<file path="src/rtl/dmx_pkg.sv">
package dmx_pkg;

   // Access phase of one memory machine cycle
   typedef enum logic [1:0] {
      PH_IDLE = 2'd0,
      PH_ROW  = 2'd1,
      PH_COL  = 2'd2,
      PH_CAS  = 2'd3
   } phase_t;

   function automatic logic phase_is_col(input phase_t ph);
      return (ph == PH_COL) || (ph == PH_CAS);
   endfunction

endpackage

</file>
<file path="src/rtl/dmx_refresh_reg.sv">
module dmx_refresh_reg #(
   parameter int R_W     = 8,
   parameter int R_CNT_W = 7
) (
   input  logic           clk,
   input  logic           rst_n,
   input  logic           m1_n,
   input  logic           r_load,
   input  logic [R_W-1:0] r_load_val,
   output logic [R_W-1:0] r_q
);

   localparam logic [R_CNT_W-1:0] CNT_ONE = R_CNT_W'(1);

   logic           m1_d;
   logic           fetch_start;
   logic [R_W-1:0] r_inc;

   // a fetch starts when m1 is seen low after being seen high
   assign fetch_start = m1_d & ~m1_n;

   generate
      if (R_CNT_W == R_W) begin : g_full_count
         assign r_inc = r_q + CNT_ONE;
      end else begin : g_held_top
         logic [R_CNT_W-1:0] cnt_next;
         assign cnt_next = r_q[R_CNT_W-1:0] + CNT_ONE;
         assign r_inc    = {r_q[R_W-1:R_CNT_W], cnt_next};
      end
   endgenerate

   always_ff @(posedge clk or negedge rst_n) begin
      if (!rst_n) begin
         r_q  <= '0;
         m1_d <= 1'b1;
      end else begin
         m1_d <= m1_n;
         if (r_load) begin
            r_q <= r_load_val;
         end else if (fetch_start) begin
            r_q <= r_inc;
         end
      end
   end

endmodule

</file>
<file path="src/rtl/dmx_strobe_seq.sv">
module dmx_strobe_seq
   import dmx_pkg::*;
(
   input  logic clk,
   input  logic rst_n,
   input  logic mreq_n,
   input  logic rd_n,
   input  logic wr_n,
   input  logic rfsh_n,
   output logic ras_n,
   output logic cas_n,
   output logic we_n,
   output logic col_sel,
   output logic refr_q
);

   phase_t phase_q;

   always_ff @(posedge clk or negedge rst_n) begin
      if (!rst_n) begin
         phase_q <= PH_IDLE;
         ras_n   <= 1'b1;
         cas_n   <= 1'b1;
         we_n    <= 1'b1;
         refr_q  <= 1'b0;
      end else if (mreq_n) begin
         phase_q <= PH_IDLE;
         ras_n   <= 1'b1;
         cas_n   <= 1'b1;
         we_n    <= 1'b1;
         refr_q  <= 1'b0;
      end else begin
         ras_n <= 1'b0;
         we_n  <= wr_n | ~rfsh_n | refr_q;
         case (phase_q)
            PH_IDLE: begin
               refr_q  <= ~rfsh_n;
               phase_q <= PH_ROW;
            end
            PH_ROW: begin
               if (!refr_q) phase_q <= PH_COL;
            end
            PH_COL: begin
               phase_q <= PH_CAS;
               cas_n   <= rd_n & wr_n;
            end
            PH_CAS: begin
               cas_n <= rd_n & wr_n;
            end
            default: phase_q <= PH_IDLE;
         endcase
      end
   end

   assign col_sel = phase_is_col(phase_q);

endmodule

</file>
<file path="src/rtl/dmx_addr_sel.sv">
module dmx_addr_sel #(
   parameter int ADDR_W     = 16,
   parameter bit ROW_IS_LOW = 1'b1
) (
   input  logic [ADDR_W-1:0]   cpu_addr,
   input  logic [ADDR_W/2-1:0] r_val,
   input  logic                col_sel,
   input  logic                refr,
   output logic [ADDR_W/2-1:0] dram_addr
);

   localparam int HALF_W = ADDR_W / 2;

   logic [HALF_W-1:0] row_half;
   logic [HALF_W-1:0] col_half;

   generate
      if (ROW_IS_LOW) begin : g_row_low
         assign row_half = cpu_addr[HALF_W-1:0];
         assign col_half = cpu_addr[ADDR_W-1:HALF_W];
      end else begin : g_row_high
         assign row_half = cpu_addr[ADDR_W-1:HALF_W];
         assign col_half = cpu_addr[HALF_W-1:0];
      end
   endgenerate

   always_comb begin
      if (col_sel)   dram_addr = col_half;
      else if (refr) dram_addr = r_val;
      else           dram_addr = row_half;
   end

endmodule

</file>
<file path="src/rtl/dram_addr_mux.sv">
module dram_addr_mux #(
   parameter int ADDR_W     = 16,
   parameter int R_W        = 8,
   parameter int R_CNT_W    = 7,
   parameter bit ROW_IS_LOW = 1'b1
) (
   input  logic              clk,
   input  logic              rst_n,
   input  logic [ADDR_W-1:0] cpu_addr,
   input  logic              mreq_n,
   input  logic              rd_n,
   input  logic              wr_n,
   input  logic              m1_n,
   input  logic              rfsh_n,
   input  logic              r_load,
   input  logic [R_W-1:0]    r_load_val,
   output logic [R_W-1:0]    dram_addr,
   output logic              ras_n,
   output logic              cas_n,
   output logic              we_n
);

   localparam int HALF_W = ADDR_W / 2;

   initial begin
      if (ADDR_W % 2 != 0)
         $fatal(1, "dram_addr_mux: ADDR_W must be even");
      if (R_W != HALF_W)
         $fatal(1, "dram_addr_mux: R_W must equal half the address width");
      if (R_CNT_W < 1 || R_CNT_W > R_W)
         $fatal(1, "dram_addr_mux: R_CNT_W out of range");
   end

   logic [R_W-1:0] r_q;
   logic           col_sel;
   logic           refr_q;

   dmx_refresh_reg #(
      .R_W     (R_W),
      .R_CNT_W (R_CNT_W)
   ) u_rreg (
      .clk        (clk),
      .rst_n      (rst_n),
      .m1_n       (m1_n),
      .r_load     (r_load),
      .r_load_val (r_load_val),
      .r_q        (r_q)
   );

   dmx_strobe_seq u_seq (
      .clk     (clk),
      .rst_n   (rst_n),
      .mreq_n  (mreq_n),
      .rd_n    (rd_n),
      .wr_n    (wr_n),
      .rfsh_n  (rfsh_n),
      .ras_n   (ras_n),
      .cas_n   (cas_n),
      .we_n    (we_n),
      .col_sel (col_sel),
      .refr_q  (refr_q)
   );

   dmx_addr_sel #(
      .ADDR_W     (ADDR_W),
      .ROW_IS_LOW (ROW_IS_LOW)
   ) u_sel (
      .cpu_addr  (cpu_addr),
      .r_val     (r_q),
      .col_sel   (col_sel),
      .refr      (refr_q),
      .dram_addr (dram_addr)
   );

endmodule

</file>
<file path="config.mk">
export PLATFORM = sky130hd
export DESIGN_NAME = dram_addr_mux
export DESIGN_NICKNAME = d
export VERILOG_FILES = /design/src/rtl/dmx_pkg.sv /design/src/rtl/dmx_refresh_reg.sv /design/src/rtl/dmx_strobe_seq.sv /design/src/rtl/dmx_addr_sel.sv /design/src/rtl/dram_addr_mux.sv
export SDC_FILE = /design/constraint.sdc
export NUM_CORES = 1
export LEC_CHECK = 0
export ABC_AREA = 1
export CORE_ASPECT_RATIO = 1.2
export CORE_MARGIN = 4
export CORE_UTILIZATION = 43
export DETAILED_ROUTE_END_ITERATION = 6
export GPL_TIMING_DRIVEN = 0
export PLACE_DENSITY_LB_ADDON = 0.1
export SKIP_CTS_REPAIR_TIMING = 1
export SLEW_MARGIN = 10
export SYNTH_ARGS = -nofsm -noshare
export SYNTH_HDL_FRONTEND = slang
export SYNTH_HIERARCHICAL = 1
export SYNTH_SLANG_ARGS = --single-unit
</file>
<file path="constraint.sdc">
create_clock -name clk -period 2.1 [get_ports clk]
set_input_delay 0.42 -clock clk [delete_from_list [all_inputs] [get_ports clk]]
set_output_delay 0.42 -clock clk [all_outputs]
set_load 0.03 [all_outputs]
</file>
==> metrics <==
diodes inserted 0; Initial Util 45.9%; Post-layout nets 248; fin cells 241; Post-Place Cells 236; fmax 499 MHz; antenna violations before repair 0; area of the core 2350 µm²; Worst EP required 1.68 ns; Crit. End Element primary output; Min-Delay Path Depth 3; mapped cell area 1080 µm²; Pwr Density 941 nW/µm²; Max H-tree Level 1; synthesized net count 201; met1 Track Usage GR 20.6%; slowest cell on the critical path dfrtp_1; clk_lat worst skew 0.28 ns; CTS Buf Count 3; fillers 221; row count 19; Arrival @ worst endpoint 1.59 ns; Main synth FF type dfrtp_1; Vias/cell 4.63; Peak VDD IR 0.000633 V; P_leak 0.819 nW; max cap viols 0; RSZ-0062 raised after global routing false; asr flop ratio synth 100%; gr usage total 15.5%; endpoints failing hold 0; post-route clock period utilization 95.5%; run status finished, final reports clean; Layout Utilization 66.3%; synthesized flop and latch total 15; half-perimeter wire length after placement 1960 µm; EDFF count, synth 0; CTS clock-pin slew for the worst setup and hold paths 0.09 ns; Die Wd 53.7 µm; Clock Sinks 15; port bufs 41; Die Height 62.9 µm; clock tree buffer depth 2; area share of the largest cell type after synthesis 25.5%; met3 usage 2.39%; Mean Syn Cell Area 6.58 µm²; Iter 0 DRT Violations 36; Worst Tran Pin Value 0.661 ns; fin. max-slew vios 0; DR DRC count 0; clk root buf clkbuf_4; Rel. slew slack 55.8%; met2 GRT Util 24.8%; first-pass GRT wire length 4170 µm; Synth area leader dfrtp_1; count of cell types in the netlist 21; crit-path cells inv_2, ha_2, or2_4, inv_6, nand3_1, nand2_1, clkbuf_4; Vias 1117; die area 3380 µm²; minimum clock period 2.01 ns; Worst Reg-to-Reg Cells 4; max incr delay on CP 0.39 ns; DR pass1 iterations 4; GR Overflow Total 0; vias in the first global route 1016; Pwr Total 1.47 mW; largest net degree at the start of global routing 16; Area Overhead vs Synth 44.5%; Syn Inst Count 164; Layout Skew 0.00335 ns; CP Class flip-flop to primary output; drt wl/cell 10.4 µm; DRT antenna net count 0; final WL 2500 µm; share of layout cells above drive strength 1 16.7%; worst-path fanout max 8; CTS tree built; grt peak-use layer met2; yosys warns 6; Area contributors post-synth dfrtp_1, nand2_1, nand3_1; startpoint types flip-flop; worst hold path class input pin to flip-flop; Seq/Total Area, Yosys 35.2%; gpl congestion 0.789; IO Count 43; final setup fails 0
==> per-stage QoR <==
step | setup TNS [ns] | worst slack [ns] | area [µm²] | hold slack (ns)
2_1_floorplan | 0 | 0.262 | 1080 | 0.124
3_3_place_gp | -2.70 | -0.347 | 1530 | 0.483
3_5_place_dp | -2.92 | -0.377 | 1530 | 0.488
4_1_cts | -5.49 | -0.698 | 1560 | 0.392
5_1_grt | 0 | 0.00652 | 1560 | 0.432
6_report | 0 | 0.0944 | 1560 | 0.401
==> layout by cell type, fill, tap and decap left out <==
cell,instances
o21bai_1,3
or2_2,2
dfrtp_1,10
nand2_4,1
o211ai_1,1
dfrtp_2,1
ha_2,1
nand2_2,1
nor2_1,3
buf_6,2
inv_2,4
inv_1,26
or2_4,1
nor2_2,2
inv_4,1
clkbuf_4,4
o21ai_0,2
nand3_1,27
ha_1,4
nand2_1,65
o21a_1,1
inv_6,1
clkinv_2,1
buf_4,8
clkdlybuf4s50_1,33
nand3_2,1
dfstp_2,4
==> registers in the layout, indices dropped and copies added, names as in the netlist <==
name / cells
u_seq/ras_n: 1
u_seq/refr_q: 1
u_rreg/r_q: 8
u_seq/cas_n: 1
u_seq/phase_q: 2
u_rreg/m1_d: 1
u_seq/we_n: 1
==> cell families (layout without fill, tap and decap cells) <==
logic type / after synthesis / count (layout) / share of synthesized area, %
flip-flops: 15 / 15 / 35.2
buffers and inverters: 35 / 80 / 13.6
adder cells (fa/ha/maj): 5 / 5 / 5.79
AO/OA/AOI/OAI: 7 / 7 / 4.40
AND/OR/NAND/NOR: 102 / 103 / 41.0
==> Yosys cell counts, types with 2 or more instances <==
cell and instances:
o21bai_1 3, o21ai_0 2, dfrtp_1 11, or2_2 2, inv_2 4, dfstp_2 4
nand2_1 65, inv_1 27, ha_1 5, nand3_1 27, nor2_1 3, nor2_2 2
==> worst max-delay path, delay by kind of cell, from the launching register on <==
family        cells  cell delay (ns)
simple gates      3             0.43
buf+inv           3             0.32
flops             1             0.39
fa+ha+maj         1             0.18
==> metal layers <==
metal / share of wire [%] / vias to the layer above
met5: 0 / -
met3: 9.6 / 2
li1: - / 593
met4: 0.68 / 0
met2: 45 / 36
met1: 44 / 486
==> area by class of cell <==
cell class	count	area (µm²)	area share (%)
Buffer	2	18.8	1.20
Clock buffer	3	22.5	1.44
Clock inverter	1	5.00	0.321
Inverter	32	128	8.18
Multi-Input combinational cell	115	564	36.2
Sequential cell	15	382	24.5
Tap cell	31	38.8	2.49
Timing Repair Buffer	42	402	25.7
==> worst paths after layout <==
path	from	end	slack [ns]
worst min-delay path	r_load	u_rreg/r_q[7]$_DFFE_PN0P_	0.40
worst max-delay path	u_seq/phase_q[0]$_DFFE_PN0P_	dram_addr[1]	0.09
worst min register to register	u_seq/cas_n$_DFFE_PN1P_	u_seq/cas_n$_DFFE_PN1P_	0.51
worst max register to register	u_rreg/r_q[1]$_DFFE_PN0P_	u_rreg/r_q[2]$_DFFE_PN0P_	0.85
max in group asynchronous	rst_n	u_seq/phase_q[1]$_DFFE_PN0P_	1.10
min in group asynchronous	rst_n	u_rreg/r_q[0]$_DFFE_PN0P_	0.54
==> report_power, final <==
group | total, mW | internal [mW] | switching [mW]
combinational | 0.911 | 0.375 | 0.536
clock | 0.161 | 0.0705 | 0.0903
sequential | 0.396 | 0.345 | 0.0507
total | 1.47 | 0.790 | 0.677
Note: power is estimated with default switching activity, not from simulation.
